**config.mk**
```make
export PLATFORM = sky130hd
export DESIGN_NAME = i2c_rdseq
export DESIGN_NICKNAME = d
export VERILOG_FILES = /design/src/rtl/i2c_rdseq_pkg.sv /design/src/rtl/i2c_rdseq_fsm.sv /design/src/rtl/i2c_rdseq_result.sv /design/src/rtl/i2c_rdseq.sv
export SDC_FILE = /design/constraint.sdc
export NUM_CORES = 1
export LEC_CHECK = 0
export ABC_AREA = 1
export CAP_MARGIN = 10
export CORE_ASPECT_RATIO = 0.9
export CORE_MARGIN = 10
export CORE_UTILIZATION = 40
export CTS_BUF_LIST = sky130_fd_sc_hd__clkbuf_8
export CTS_CLUSTER_DIAMETER = 30
export DETAILED_ROUTE_END_ITERATION = 12
export MAX_ROUTING_LAYER = met4
export PLACE_DENSITY = 0.7
export SYNTH_ARGS = -nofsm -noshare
export SYNTH_HDL_FRONTEND = slang
export SYNTH_SLANG_ARGS = --single-unit
```
**constraint.sdc**
```tcl
create_clock -name clk -period 4.15 [get_ports clk]
set_input_delay 0.415 -clock clk [delete_from_list [all_inputs] [get_ports clk]]
set_output_delay 0.415 -clock clk [all_outputs]
set_load 0.1 [all_outputs]
```
**src/rtl/i2c_rdseq_pkg.sv**
```systemverilog
package i2c_rdseq_pkg;
  localparam int BYTE_W = 8;
  localparam int RES_W  = 2 * BYTE_W;

  typedef enum logic [2:0] {
    OP_NONE  = 3'd0,
    OP_START = 3'd1,
    OP_WRITE = 3'd2,
    OP_READ  = 3'd3,
    OP_NACK  = 3'd4,
    OP_STOP  = 3'd5
  } op_t;

  typedef enum logic [2:0] {
    PH_IDLE,
    PH_START,
    PH_ADDR,
    PH_READ,
    PH_NACK,
    PH_STOP
  } phase_t;

  localparam logic [BYTE_W-1:0] TAG_START = 8'hFF;
  localparam logic [BYTE_W-1:0] TAG_ADDR  = 8'hFE;
  localparam logic [BYTE_W-1:0] TAG_READ  = 8'hFC;
endpackage

```
**src/rtl/i2c_rdseq_fsm.sv**
```systemverilog
module i2c_rdseq_fsm
  import i2c_rdseq_pkg::*;
#(
  parameter logic [BYTE_W-1:0] DEV0_ADDR = 8'h76,
  parameter logic [BYTE_W-1:0] DEV1_ADDR = 8'h7A
) (
  input  logic              clk,
  input  logic              rst,
  input  logic              req_valid,
  input  logic              req_port,
  input  logic              eng_done,
  input  logic [BYTE_W-1:0] eng_err,
  output logic              busy,
  output logic              cmd_valid,
  output op_t               cmd_op,
  output logic [BYTE_W-1:0] cmd_wdata,
  output logic              clr_code,
  output logic              set_err,
  output logic [BYTE_W-1:0] err_tag,
  output logic              set_data,
  output logic              publish
);
  localparam logic [BYTE_W-1:0] RD_BYTE0 = DEV0_ADDR + 8'd1;
  localparam logic [BYTE_W-1:0] RD_BYTE1 = DEV1_ADDR + 8'd1;

  phase_t phase, phase_nx;
  logic   issued;
  logic   sel_port;
  logic   accept;
  logic   failed;
  op_t    op_for_phase;

  assign accept = issued && !cmd_valid && eng_done;
  assign failed = (eng_err != '0);

  always_comb begin
    op_for_phase = OP_NONE;
    err_tag      = '0;
    phase_nx     = phase;
    case (phase)
      PH_START: begin
        op_for_phase = OP_START;
        err_tag      = TAG_START;
        phase_nx     = failed ? PH_STOP : PH_ADDR;
      end
      PH_ADDR: begin
        op_for_phase = OP_WRITE;
        err_tag      = TAG_ADDR;
        phase_nx     = failed ? PH_STOP : PH_READ;
      end
      PH_READ: begin
        op_for_phase = OP_READ;
        err_tag      = TAG_READ;
        phase_nx     = failed ? PH_STOP : PH_NACK;
      end
      PH_NACK: begin
        op_for_phase = OP_NACK;
        phase_nx     = PH_STOP;
      end
      PH_STOP: begin
        op_for_phase = OP_STOP;
        phase_nx     = PH_IDLE;
      end
      default: phase_nx = PH_IDLE;
    endcase
  end

  assign clr_code = (phase == PH_IDLE) && req_valid;
  assign set_err  = accept && failed &&
                    (phase == PH_START || phase == PH_ADDR || phase == PH_READ);
  assign set_data = accept && !failed && (phase == PH_READ);
  assign publish  = accept && (phase == PH_STOP);

  always_ff @(posedge clk) begin
    if (rst) begin
      phase     <= PH_IDLE;
      issued    <= 1'b0;
      busy      <= 1'b0;
      sel_port  <= 1'b0;
      cmd_valid <= 1'b0;
      cmd_op    <= OP_NONE;
      cmd_wdata <= '0;
    end else begin
      cmd_valid <= 1'b0;
      if (phase == PH_IDLE) begin
        if (req_valid) begin
          sel_port <= req_port;
          busy     <= 1'b1;
          issued   <= 1'b0;
          phase    <= PH_START;
        end
      end else if (!issued) begin
        cmd_valid <= 1'b1;
        cmd_op    <= op_for_phase;
        cmd_wdata <= (phase == PH_ADDR) ? (sel_port ? RD_BYTE1 : RD_BYTE0) : '0;
        issued    <= 1'b1;
      end else if (accept) begin
        issued <= 1'b0;
        phase  <= phase_nx;
        if (phase == PH_STOP) busy <= 1'b0;
      end
    end
  end

  // a command strobe never lasts more than one cycle
  assert_cmd_pulse_R8: assert property (@(posedge clk) disable iff (rst)
    cmd_valid |=> !cmd_valid);
  // commands only go out inside a transaction
  assert_cmd_in_busy_R9: assert property (@(posedge clk) disable iff (rst)
    cmd_valid |-> busy);
  // busy only rises after a request
  assert_busy_rise_R9: assert property (@(posedge clk) disable iff (rst)
    $rose(busy) |-> $past(req_valid));
  // the transaction only ends out of the stop phase
  assert_stop_last_R8: assert property (@(posedge clk) disable iff (rst)
    $fell(busy) |-> $past(phase) == PH_STOP);
endmodule

```
**src/rtl/i2c_rdseq_result.sv**
```systemverilog
module i2c_rdseq_result
  import i2c_rdseq_pkg::*;
(
  input  logic              clk,
  input  logic              rst,
  input  logic              clr_code,
  input  logic              set_err,
  input  logic [BYTE_W-1:0] err_tag,
  input  logic [BYTE_W-1:0] err_bits,
  input  logic              set_data,
  input  logic [BYTE_W-1:0] rd_byte,
  input  logic              publish,
  output logic              done,
  output logic [RES_W-1:0]  result
);
  logic [RES_W-1:0] code;

  always_ff @(posedge clk) begin
    if (rst) begin
      code   <= '0;
      result <= '0;
      done   <= 1'b0;
    end else begin
      done <= publish;
      if (clr_code)      code <= '0;
      else if (set_err)  code <= {err_tag, err_bits};
      else if (set_data) code <= {{BYTE_W{1'b0}}, rd_byte};
      if (publish) result <= code;
    end
  end

  // completion is a single-cycle pulse
  assert_done_pulse_R4: assert property (@(posedge clk) disable iff (rst)
    done |=> !done);
  // a published upper byte is zero or one of the three phase tags
  assert_tag_valid_R5: assert property (@(posedge clk) disable iff (rst)
    done |-> (result[RES_W-1:BYTE_W] == 8'h00 || result[RES_W-1:BYTE_W] == TAG_START ||
              result[RES_W-1:BYTE_W] == TAG_ADDR || result[RES_W-1:BYTE_W] == TAG_READ));
endmodule

```
**src/rtl/i2c_rdseq.sv**
```systemverilog
module i2c_rdseq
  import i2c_rdseq_pkg::*;
#(
  parameter logic [7:0] DEV0_ADDR = 8'h76,
  parameter logic [7:0] DEV1_ADDR = 8'h7A
) (
  input  logic        clk,
  input  logic        rst,
  input  logic        req_valid,
  input  logic        req_port,
  output logic        busy,
  output logic        done,
  output logic [15:0] result,
  output logic        cmd_valid,
  output logic [2:0]  cmd_op,
  output logic [7:0]  cmd_wdata,
  input  logic        eng_done,
  input  logic [7:0]  eng_err,
  input  logic [7:0]  eng_rdata
);
  op_t              op_q;
  logic             clr_code, set_err, set_data, publish;
  logic [BYTE_W-1:0] err_tag;

  i2c_rdseq_fsm #(.DEV0_ADDR(DEV0_ADDR), .DEV1_ADDR(DEV1_ADDR)) u_fsm (
    .clk(clk), .rst(rst), .req_valid(req_valid), .req_port(req_port),
    .eng_done(eng_done), .eng_err(eng_err), .busy(busy),
    .cmd_valid(cmd_valid), .cmd_op(op_q), .cmd_wdata(cmd_wdata),
    .clr_code(clr_code), .set_err(set_err), .err_tag(err_tag),
    .set_data(set_data), .publish(publish)
  );

  i2c_rdseq_result u_res (
    .clk(clk), .rst(rst), .clr_code(clr_code), .set_err(set_err),
    .err_tag(err_tag), .err_bits(eng_err), .set_data(set_data),
    .rd_byte(eng_rdata), .publish(publish), .done(done), .result(result)
  );

  assign cmd_op = op_q;

  // busy is low when the completion pulse is shown
  assert_done_idle_R9: assert property (@(posedge clk) disable iff (rst)
    done |-> !busy);
endmodule

```
==> results.yml <==
synthesis:
  syn_nets: 248
  synth-seq-area-share_pct: 43.7
  synth_cells: 227
  yosysWarnings: 0
  netlist-cell-type-count: 25
  ys_ff_latch: 36
  avgSynthCellArea_sq_um: 7.27
  synth_area_sq_mm: 0.00165
drt:
  via_count: 1473
  firstDrtPassIters: 4
  remaining_drc_errors: 0
  vias_per_cell: 4.68
  dr.first_iter.drc_count: 79
  wl_per_cell_um: 12.3
  routed_wl_mm: 3.87
  ant_nets: 0
clocking:
  cts.sinks: 36
  cts_buffer_depth: 2
  cts_buffers: 5
  cts-root-buf: "clkbuf_8"
  cts_tree: "done"
  clk_latency_ps: 290
  hold_buffers: 0
  post_cts_buffers: 0
  clk_pin_slew_ps: 70
  ctsHtreeMaxLevel: 2
  post_cts_resized: 0
critical_path:
  crit_path_max_fanout: 7
  cp.arrival_ps: 1880
  crit_path_top_delay_cell: "clkdlybuf4s50_1"
  path_cells: "clkdlybuf4s50_1"
  cp_num_buf_inv: 1
  cp-end-kind: "output port"
  critPathRequiredTime_ps: 3730
  path_delay_family: "buffers and inverters"
  start_kind: "flip-flop"
  startpoint: "u_res.result[14]"
  reg2reg_from: "u_fsm.phase[0]"
  critical-path-max-stage-delay_ps: 1170
  ff2ff_setup_slack_ps: 2410
  critical_path_class: "reg2out"
global_route:
  grt-ovfl-total: 0
  grt.total_usage_pct: 11.4
  grt_max_degree: 21
  grt_use_met2_pct: 15.2
  grt_antenna_before_repair: 0
  use_met3_pct: 4.30
  grt_pass1_wl_mm: 6.32
  grt_pass1_vias: 1346
  use_met1_pct: 14.9
  busiest_layer: "met2"
timing:
  rsz0062_at_grt: "false"
  period_needed_ps: 2290
  finalSetupTns_ps: 0
  tightest_slew_ps: 976
  hold_viol: 0
  whs_ps: 465
  slew_headroom_pct: 34.7
  slew_violations: 0
  skew_ps: 7.50
  fmax_ghz: 0.436
  setup_viol: 0
  period_share_pct: 55.2
pwr:
  pwr_density_cell_mw_per_mm2: 345
  leakagePower_nw: 0.925
  ir_drop_v: 0.000210
outcome:
  outcome: "complete, no violations"
min_path:
  holdCritPathClass: "reg2reg"
  hold_start: "u_res.code[2]"
floorplanning:
  io_pins: 51
  initial_utilization_pct: 41.1
  num_rows: 22
  die_area_sq_mm: 0.00710
  fp.dieH_um: 80.9
  die_w_um: 87.7
  core_area_sq_mm: 0.00402
final_layout:
  most-common-layout-cells: "clkdlybuf4s50_1, dfxtp_1, nor2_1"
  syn_to_final_growth_pct: 32.8
  multi_input_area_sq_um: 704
  regArea_sq_um: 721
  drive_gt1_share_pct: 7.49
  layout_commonest_cell: "clkdlybuf4s50_1"
  fill_cells: 393
  fin_area_sq_mm: 0.00219
  num-nets-final: 287
  n_antenna_cell: 0
run:
  drv_cap: 0
place:
  post_dp_cell_area_sq_mm: 0.00208
  dp_hpwl_mm: 3.02
  port_buffers: 49
  gp_congestion: 0.808
[state kept, by name, summed over array words and instances (netlist names)]
| register | cells |
|---|---|
| u_res.code | 11 |
| u_fsm.phase | 3 |
| u_res.done | 1 |
| u_fsm.cmd_wdata | 3 |
| u_fsm.sel_port | 1 |
| u_fsm.cmd_valid | 1 |
| u_fsm.issued | 1 |
| u_fsm.cmd_op | 3 |
| u_res.result | 11 |
| u_fsm.busy | 1 |
[cell type report]
cell class,instances,area share [%]
Clock buffer,5,3.14
Clock inverter,3,1.77
Inverter,27,4.62
Multi-Input combinational cell,146,32.1
Sequential cell,36,32.9
Tap cell,48,2.74
Timing Repair Buffer,50,22.7
[layer usage]
metal	vias to the layer above	wire, um	share of wire [%]
li1	802	-	-
met1	623	1890	49
met2	42	1630	42
met3	6	281	7.3
met4	0	72	1.9
met5	-	0	0
[final timing paths]
kind,endpoint,cells past startpoint
worst min-delay path,u_res.result[2],2
worst max register to register,u_res.code[3],6
worst min register to register,u_res.result[2],2
worst max-delay path,result[13],1
[metrics by stage]
step                      total power [mW]  util (%)  setup WS (ps)  std cells
after detailed placement             0.469      51.9           1810        307
after global placement               0.468      51.9           1860        307
final                                0.756      54.5           1860        315
after global routing                 0.788      54.5           1780        315
after CTS                            0.763      54.5           1830        315
after floorplan                      0.435         -           2240        227
[power breakdown]
group	internal, mW	switching, mW
logic	0.0360	0.0643
clock network	0.176	0.120
registers	0.353	0.00666
total	0.565	0.191
[kinds of logic (layout without fill, tap and decap cells)]
kind of cell,Yosys count,in the layout,share of synthesized area (%)
buf+inv,45,85,13.6
compound gates,44,44,14.0
flops,36,36,43.7
other cells,1,1,0.227
simple gates,101,101,28.4
[synth_stat cells (all sizes together)]
| cell type | n | area [sq um] |
|---|---|---|
| a211oi | 2 | 15.0 |
| a21oi | 21 | 105 |
| buf | 15 | 113 |
| clkbuf | 3 | 11.3 |
| clkinv | 1 | 3.75 |
| conb | 1 | 3.75 |
| dfxtp | 36 | 721 |
| inv | 26 | 97.6 |
| nand2 | 31 | 126 |
| nand3 | 27 | 135 |
| nand3b | 2 | 27.5 |
| nor2 | 36 | 145 |
| nor3b | 3 | 22.5 |
| o211ai | 1 | 7.51 |
| o21ai | 20 | 104 |
| or2 | 2 | 12.5 |
[worst min-delay path: cells and delay by family, from the launching register on]
family	cells	cell delay, ps
buffers and inverters	1	70
DFF	1	300
AOI/OAI and AO/OA	1	60
(Power assumes the default switching activity.)
